$ cat src/rtl/carrier_pkg.sv
package carrier_pkg;
  typedef enum logic [1:0] {
    WIN_CFG   = 2'd0,
    WIN_REGS  = 2'd1,
    WIN_MEM16 = 2'd2,
    WIN_MEM8  = 2'd3
  } win_t;

  localparam int N_SPACES = 5;
  localparam int SP_IO    = 0;
  localparam int SP_ID    = 1;
  localparam int SP_INT   = 2;
  localparam int SP_MEM16 = 3;
  localparam int SP_MEM8  = 4;

  localparam int IO_OFF_W  = 7;
  localparam int SUB_OFF_W = 6;
endpackage

$ cat src/rtl/carrier_endian_cfg.sv
module carrier_endian_cfg #(
  parameter int          N_FLAGS     = 3,
  parameter int          CFG_AW      = 7,
  parameter int          FLAG_BASE   = 'h2B,
  parameter int          FLAG_STRIDE = 4,
  parameter logic [23:0] DEFAULTS    = 24'h14_14_D4
) (
  input  logic              clk_i,
  input  logic              rst_ni,
  input  logic              wr_i,
  input  logic [CFG_AW-1:0] addr_i,
  input  logic              wbit_i,
  output logic [N_FLAGS-1:0] flags_o,
  output logic [7:0]        rbyte_o
);
  logic [N_FLAGS-1:0] hit;

  for (genvar g = 0; g < N_FLAGS; g++) begin : g_flag
    localparam logic [CFG_AW-1:0] FADDR = CFG_AW'(FLAG_BASE + g * FLAG_STRIDE);
    assign hit[g] = (addr_i == FADDR);
    always_ff @(posedge clk_i or negedge rst_ni) begin
      if (!rst_ni)             flags_o[g] <= 1'b0;
      else if (wr_i && hit[g]) flags_o[g] <= wbit_i;
    end
  end

  always_comb begin
    rbyte_o = '0;
    for (int i = 0; i < N_FLAGS; i++)
      if (hit[i]) rbyte_o = DEFAULTS[i*8 +: 8] | {7'd0, flags_o[i]};
  end
endmodule

$ cat src/rtl/carrier_win_decode.sv
module carrier_win_decode
  import carrier_pkg::*;
#(
  parameter int SLOT_W       = 2,
  parameter int M16_OFF_W    = 23,
  parameter int M8_OFF_W     = 22,
  parameter int REG_SLOT_LSB = 8,
  localparam int AW          = M16_OFF_W + SLOT_W
) (
  input  win_t                 win_i,
  input  logic [AW-1:0]        addr_i,
  input  logic                 size2_i,
  input  logic                 be_regs_i,
  input  logic                 be_m16_i,
  output logic                 is_mod_o,
  output logic [SLOT_W-1:0]    slot_o,
  output logic [N_SPACES-1:0]  space_o,
  output logic [M16_OFF_W-1:0] off_o,
  output logic                 swap_o,
  output logic                 size2_o
);
  logic          be;
  logic [AW-1:0] a;
  logic [1:0]    sub;

  always_comb begin
    be = (win_i == WIN_REGS && be_regs_i) || (win_i == WIN_MEM16 && be_m16_i);
    a  = addr_i;
    if (be && !size2_i) a[0] = ~a[0];
    sub      = a[REG_SLOT_LSB-1 -: 2];
    is_mod_o = 1'b0;
    slot_o   = '0;
    space_o  = '0;
    off_o    = '0;
    unique case (win_i)
      WIN_REGS: begin
        is_mod_o = 1'b1;
        slot_o   = a[REG_SLOT_LSB +: SLOT_W];
        unique case (sub)
          2'd2: begin
            space_o[SP_ID] = 1'b1;
            off_o[SUB_OFF_W-1:0] = a[SUB_OFF_W-1:0];
          end
          2'd3: begin
            space_o[SP_INT] = 1'b1;
            off_o[SUB_OFF_W-1:0] = a[SUB_OFF_W-1:0];
          end
          default: begin
            space_o[SP_IO] = 1'b1;
            off_o[IO_OFF_W-1:0] = a[IO_OFF_W-1:0];
          end
        endcase
      end
      WIN_MEM16: begin
        is_mod_o          = 1'b1;
        slot_o            = a[M16_OFF_W +: SLOT_W];
        space_o[SP_MEM16] = 1'b1;
        off_o             = a[M16_OFF_W-1:0];
      end
      WIN_MEM8: begin
        is_mod_o               = 1'b1;
        slot_o                 = addr_i[M8_OFF_W +: SLOT_W];
        space_o[SP_MEM8]       = 1'b1;
        off_o[M8_OFF_W-1:0]    = addr_i[M8_OFF_W-1:0];
      end
      default: ;
    endcase
    swap_o  = be && size2_i;
    size2_o = size2_i && (win_i == WIN_REGS || win_i == WIN_MEM16);
  end
endmodule

$ cat src/rtl/carrier_addr_dec.sv
module carrier_addr_dec
  import carrier_pkg::*;
#(
  parameter int N_SLOTS   = 4,
  parameter int DW        = 16,
  parameter int M16_OFF_W = 23,
  parameter int M8_OFF_W  = 22,
  parameter int CFG_AW    = 7,
  localparam int SLOT_W   = $clog2(N_SLOTS),
  localparam int AW       = M16_OFF_W + SLOT_W
) (
  input  logic                 clk_i,
  input  logic                 rst_ni,
  input  logic                 req_i,
  input  logic                 we_i,
  input  logic [1:0]           win_i,
  input  logic [AW-1:0]        addr_i,
  input  logic                 size2_i,
  input  logic [DW-1:0]        wdata_i,
  output logic                 ack_o,
  output logic [DW-1:0]        rdata_o,
  input  logic [N_SLOTS-1:0]   present_i,
  output logic [N_SLOTS-1:0]   slot_sel_o,
  output logic [N_SPACES-1:0]  space_sel_o,
  output logic                 mod_we_o,
  output logic                 mod_size2_o,
  output logic [M16_OFF_W-1:0] mod_off_o,
  output logic [DW-1:0]        mod_wdata_o,
  input  logic [DW-1:0]        mod_rdata_i
);
  localparam int HB = DW / 2;

  win_t               win;
  logic [2:0]         flags;
  logic [7:0]         cfg_byte;
  logic               is_mod, swap, stb;
  logic [SLOT_W-1:0]  slot;
  logic [N_SPACES-1:0] space;
  logic [DW-1:0]      rd_next;

  assign win = win_t'(win_i);

  carrier_endian_cfg #(.N_FLAGS(3), .CFG_AW(CFG_AW)) u_cfg (
    .clk_i   (clk_i),
    .rst_ni  (rst_ni),
    .wr_i    (req_i && we_i && win == WIN_CFG),
    .addr_i  (addr_i[CFG_AW-1:0]),
    .wbit_i  (wdata_i[0]),
    .flags_o (flags),
    .rbyte_o (cfg_byte)
  );

  carrier_win_decode #(
    .SLOT_W(SLOT_W), .M16_OFF_W(M16_OFF_W), .M8_OFF_W(M8_OFF_W)
  ) u_dec (
    .win_i     (win),
    .addr_i    (addr_i),
    .size2_i   (size2_i),
    .be_regs_i (flags[1]),
    .be_m16_i  (flags[2]),
    .is_mod_o  (is_mod),
    .slot_o    (slot),
    .space_o   (space),
    .off_o     (mod_off_o),
    .swap_o    (swap),
    .size2_o   (mod_size2_o)
  );

  assign stb         = req_i && is_mod && present_i[slot];
  assign slot_sel_o  = stb ? (N_SLOTS'(1) << slot) : '0;
  assign space_sel_o = stb ? space : '0;
  assign mod_we_o    = stb && we_i;
  assign mod_wdata_o = swap ? {wdata_i[HB-1:0], wdata_i[DW-1:HB]} : wdata_i;

  always_comb begin
    if (win == WIN_CFG)  rd_next = DW'(cfg_byte);
    else if (!stb)       rd_next = '0;
    else if (swap)       rd_next = {mod_rdata_i[HB-1:0], mod_rdata_i[DW-1:HB]};
    else                 rd_next = mod_rdata_i;
  end

  always_ff @(posedge clk_i or negedge rst_ni) begin
    if (!rst_ni) begin
      ack_o   <= 1'b0;
      rdata_o <= '0;
    end else begin
      ack_o   <= req_i;
      rdata_o <= (req_i && !we_i) ? rd_next : '0;
    end
  end
endmodule

$ cat config.mk
export PLATFORM = sky130hd
export DESIGN_NAME = carrier_addr_dec
export DESIGN_NICKNAME = d
export VERILOG_FILES = /design/src/rtl/carrier_pkg.sv /design/src/rtl/carrier_endian_cfg.sv /design/src/rtl/carrier_win_decode.sv /design/src/rtl/carrier_addr_dec.sv
export SDC_FILE = /design/constraint.sdc
export NUM_CORES = 1
export LEC_CHECK = 0
export ABC_AREA = 1
export BUFFER_PORTS_ARGS = -buffer_cell sky130_fd_sc_hd__buf_4
export CAP_MARGIN = 20
export CELL_PAD_IN_SITES_DETAIL_PLACEMENT = 0
export CELL_PAD_IN_SITES_GLOBAL_PLACEMENT = 1
export CORE_MARGIN = 2
export CORE_UTILIZATION = 25
export DETAILED_ROUTE_END_ITERATION = 10
export GPL_TIMING_DRIVEN = 1
export PLACE_DENSITY = 0.9
export SETUP_SLACK_MARGIN = 0.15
export SLEW_MARGIN = 30
export SYNTH_ARGS = -nofsm -noshare
export SYNTH_HDL_FRONTEND = slang
export SYNTH_SLANG_ARGS = --single-unit
$ cat constraint.sdc
create_clock -name clk_i -period 1.8 [get_ports clk_i]
set_clock_uncertainty 0.05 [all_clocks]
set_input_delay 0.18 -clock clk_i [delete_from_list [all_inputs] [get_ports clk_i]]
set_output_delay 0.18 -clock clk_i [all_outputs]
set_load 0.01 [all_outputs]
==> results.cfg <==
[final_layout]
drive_gt1_frac = 0.547
areaGrowthSynthToFinish_pct = 101
fin_nets = 493
antenna_cells = 0
final_common_cell = buf_4
layout_common_cells = 154 x buf_4, 44 x inv_1, 37 x nor2_1
multi_input_area_sq_um = 1230
stdcell_area_sq_um = 3410
fillers = 647
seqCellArea_sq_um = 500

[route]
drc = 0
detail-route-antenna-nets = 0
drtPass1Iterations = 4
detail_route.wl_per_cell_um = 12.2
routed_wl_um = 6080
viasPerCell = 4.31
vias = 2150
drt_iter0_drc = 61

[cts]
clk_pin_slew_ns = 0.08
htreeDepth = 1
cts_tree = done
numCtsBuffers = 3
cts_buffer_depth = 2
clock-sinks = 20
cts_root_buffer = clkbuf_8
clk_latency_ns = 0.25

[placed_design]
gp_congestion = 0.782
placed_area_sq_um = 2860
portBuffers = 134
dp_hpwl_um = 4520

[power_and_ir_drop]
p_leak_nw = 1.96
power.density_nw_per_um2 = 463
comb_power_share = 0.424
p_sw_frac = 0.305
seqPwrFrac = 0.292
p_clk_frac = 0.284
peakVddDrop_mv = 0.272
p_int_w = 0.00110
p_switching_w = 0.000482

[setup_path]
cp_data_required_time_ns = 1.57
startpoint = u_cfg.flags_o[2]$_DFFE_PN0P_
cp_num_buf_inv = 3
cp_slowest_stage_delay_ns = 0.34
critical_path_class = flip-flop to primary output
cp.arrival_ns = 1.48
cp_max_fo = 8
startpoint_type = flip-flop
worstReg2RegStart = u_cfg.flags_o[2]$_DFFE_PN0P_
cp-end-kind = primary output
cp_top_family = buffers and inverters
critical_path.cell_chain = inv_2 -> o21ai_4 -> nand2_4 -> clkbuf_16 -> nor2_2 -> a21oi_2 -> buf_4
worst_path_max_delay_cell = dfrtp_1

[sta]
max_freq_mhz = 586
slew_viol_final = 0
final-hold-violation-count = 0
tns_ns = 0
setup_viol = 0
finalCritPeriodShare = 0.947
worstMarginPinSlew_ns = 0.343
slew_headroom = 0.770
rsz0062_at_grt = true
period_needed_ns = 1.71

[synth]
synth_top_cells_by_area = dfrtp_1 29%, inv_1 11%, nor2_1 10%
synth_cell_types = 23
syn_avg_cell_area_sq_um = 6.56
postSynthNetCount = 332
netlist_area_sq_um = 1700
synth_top_area_share = 0.295
synth.yosys.seq_area_share = 0.295
synthCells = 259
synth_top_area_cell = dfrtp_1
ys_warn_count = 0
synth-seq-cells = 20

[die]
dieArea_sq_um = 7470
core_sq_um = 6680
io-pin-count = 135
die_height_um = 86.4
std_cell_rows = 30
start_util = 0.254
chipWidth_um = 86.4

[global_route]
antenna_found_initial = 0
grt_first_pass_wirelength_um = 8920
grt_pass1_vias = 2003
grt-ovfl-total = 0
grt_usage = 0.144
grt_max_degree = 21

[job]
drv_cap = 0

[outcome]
outcome = completed

[worst_hold_path]
min-delay-start = wdata_i[0]
hold_class = input port to flip-flop
synth_stat cells:
master     n
inv_1     50
nor2_1    47
nand2_1   44
dfrtp_1   20
nand3_1   20
a21oi_1   15
mux2i_1   10
o21ai_0    9
nor3_1     8
o21ai_1    8
ha_1       5
nand2_2    5
buf_6      4
nand2_4    3
buf_2      2
clkbuf_1   2
a211oi_1   1
nand3_2    1
nand4_1    1
nand4_4    1
o21a_1     1
o21ai_4    1
xnor2_1    1
final cells by class:
type                            instances  share of cell area
Clock buffer                            3              0.0121
Clock inverter                          1             0.00881
Inverter                               50              0.0565
Multi-Input combinational cell        182               0.360
Sequential cell                        20               0.147
Tap cell                               80              0.0294
Timing Repair Buffer                  163               0.386
what timing repair did:
item	CTS	global route
resized for setup	27	51
pin swaps	6	10
buffers inserted	4	7
hold buffers	2	0
gates cloned	1	3
hold endpoints to repair	21	0
endpoints found under the setup margin	32	30
flip-flops by register name (all words and copies together) (netlist names):
name and count:
ack_o 1, rdata_o 16, u_cfg.flags_o 3
power by group through the flow:
| stage | clock, W | combinational, W | sequential [W] |
|---|---|---|---|
| finish | 0.000448 | 0.000670 | 0.000461 |
| CTS | 0.000457 | 0.000589 | 0.000461 |
| global route | 0.000479 | 0.000726 | 0.000462 |
| detailed placement | 0 | 0.000551 | 0.000470 |
| global placement | 0 | 0.000543 | 0.000470 |
| floorplan | 0 | 0.000232 | 0.000474 |
worst min-delay path: stages:
cell     delay, ns
buf_4         0.09
nand2_1       0.04
o21ai_0       0.06
worst paths after layout:
check | end | slack (ns) | depth (start not counted)
worst max register to register | rdata_o[7]$_DFF_PN0_ | 0.25 | 8
worst min-delay path | u_cfg.flags_o[2]$_DFFE_PN0P_ | 0.10 | 3
min in group asynchronous | rdata_o[10]$_DFF_PN0_ | 0.30 | 2
worst max-delay path | mod_wdata_o[13] | 0.09 | 7
worst min register to register | u_cfg.flags_o[0]$_DFFE_PN0P_ | 0.45 | 2
max in group asynchronous | rdata_o[13]$_DFF_PN0_ | 1.19 | 2
cells by family after synthesis:
kind of cell	after synthesis	share of synthesized area
and+or+nand+nor	130	0.344
buffers and inverters	58	0.147
AOI/OAI and AO/OA	35	0.113
DFF	20	0.295
muxes	10	0.0590
adders and majority gates	5	0.0368
xor gates and xnor gates	1	0.00516
per-layer routing:
layer,share of wire,GRT usage,vias to the layer above
met5,0,0,-
met4,0.0094,0.0284,0
met3,0.045,0.0238,4
met2,0.56,0.279,57
met1,0.39,0.164,962
li1,-,-,1127
metrics by stage:
| stage | power [W] | std cells | setup WS [ns] | hold slack [ns] | utilization |
|---|---|---|---|---|---|
| final | 0.00158 | 499 | 0.0947 | 0.101 | 0.510 |
| after global routing | 0.00167 | 499 | -0.0119 | 0.130 | 0.510 |
| after CTS | 0.00151 | 489 | 0.0686 | 0.0997 | 0.463 |
| after detailed placement | 0.00102 | 478 | -0.107 | 0.0273 | 0.429 |
| after global placement | 0.00101 | 478 | -0.00619 | 0.0223 | 0.429 |
| after floorplan | 0.000706 | 259 | 0.139 | -0.166 | - |
(Power assumes the default switching activity.)
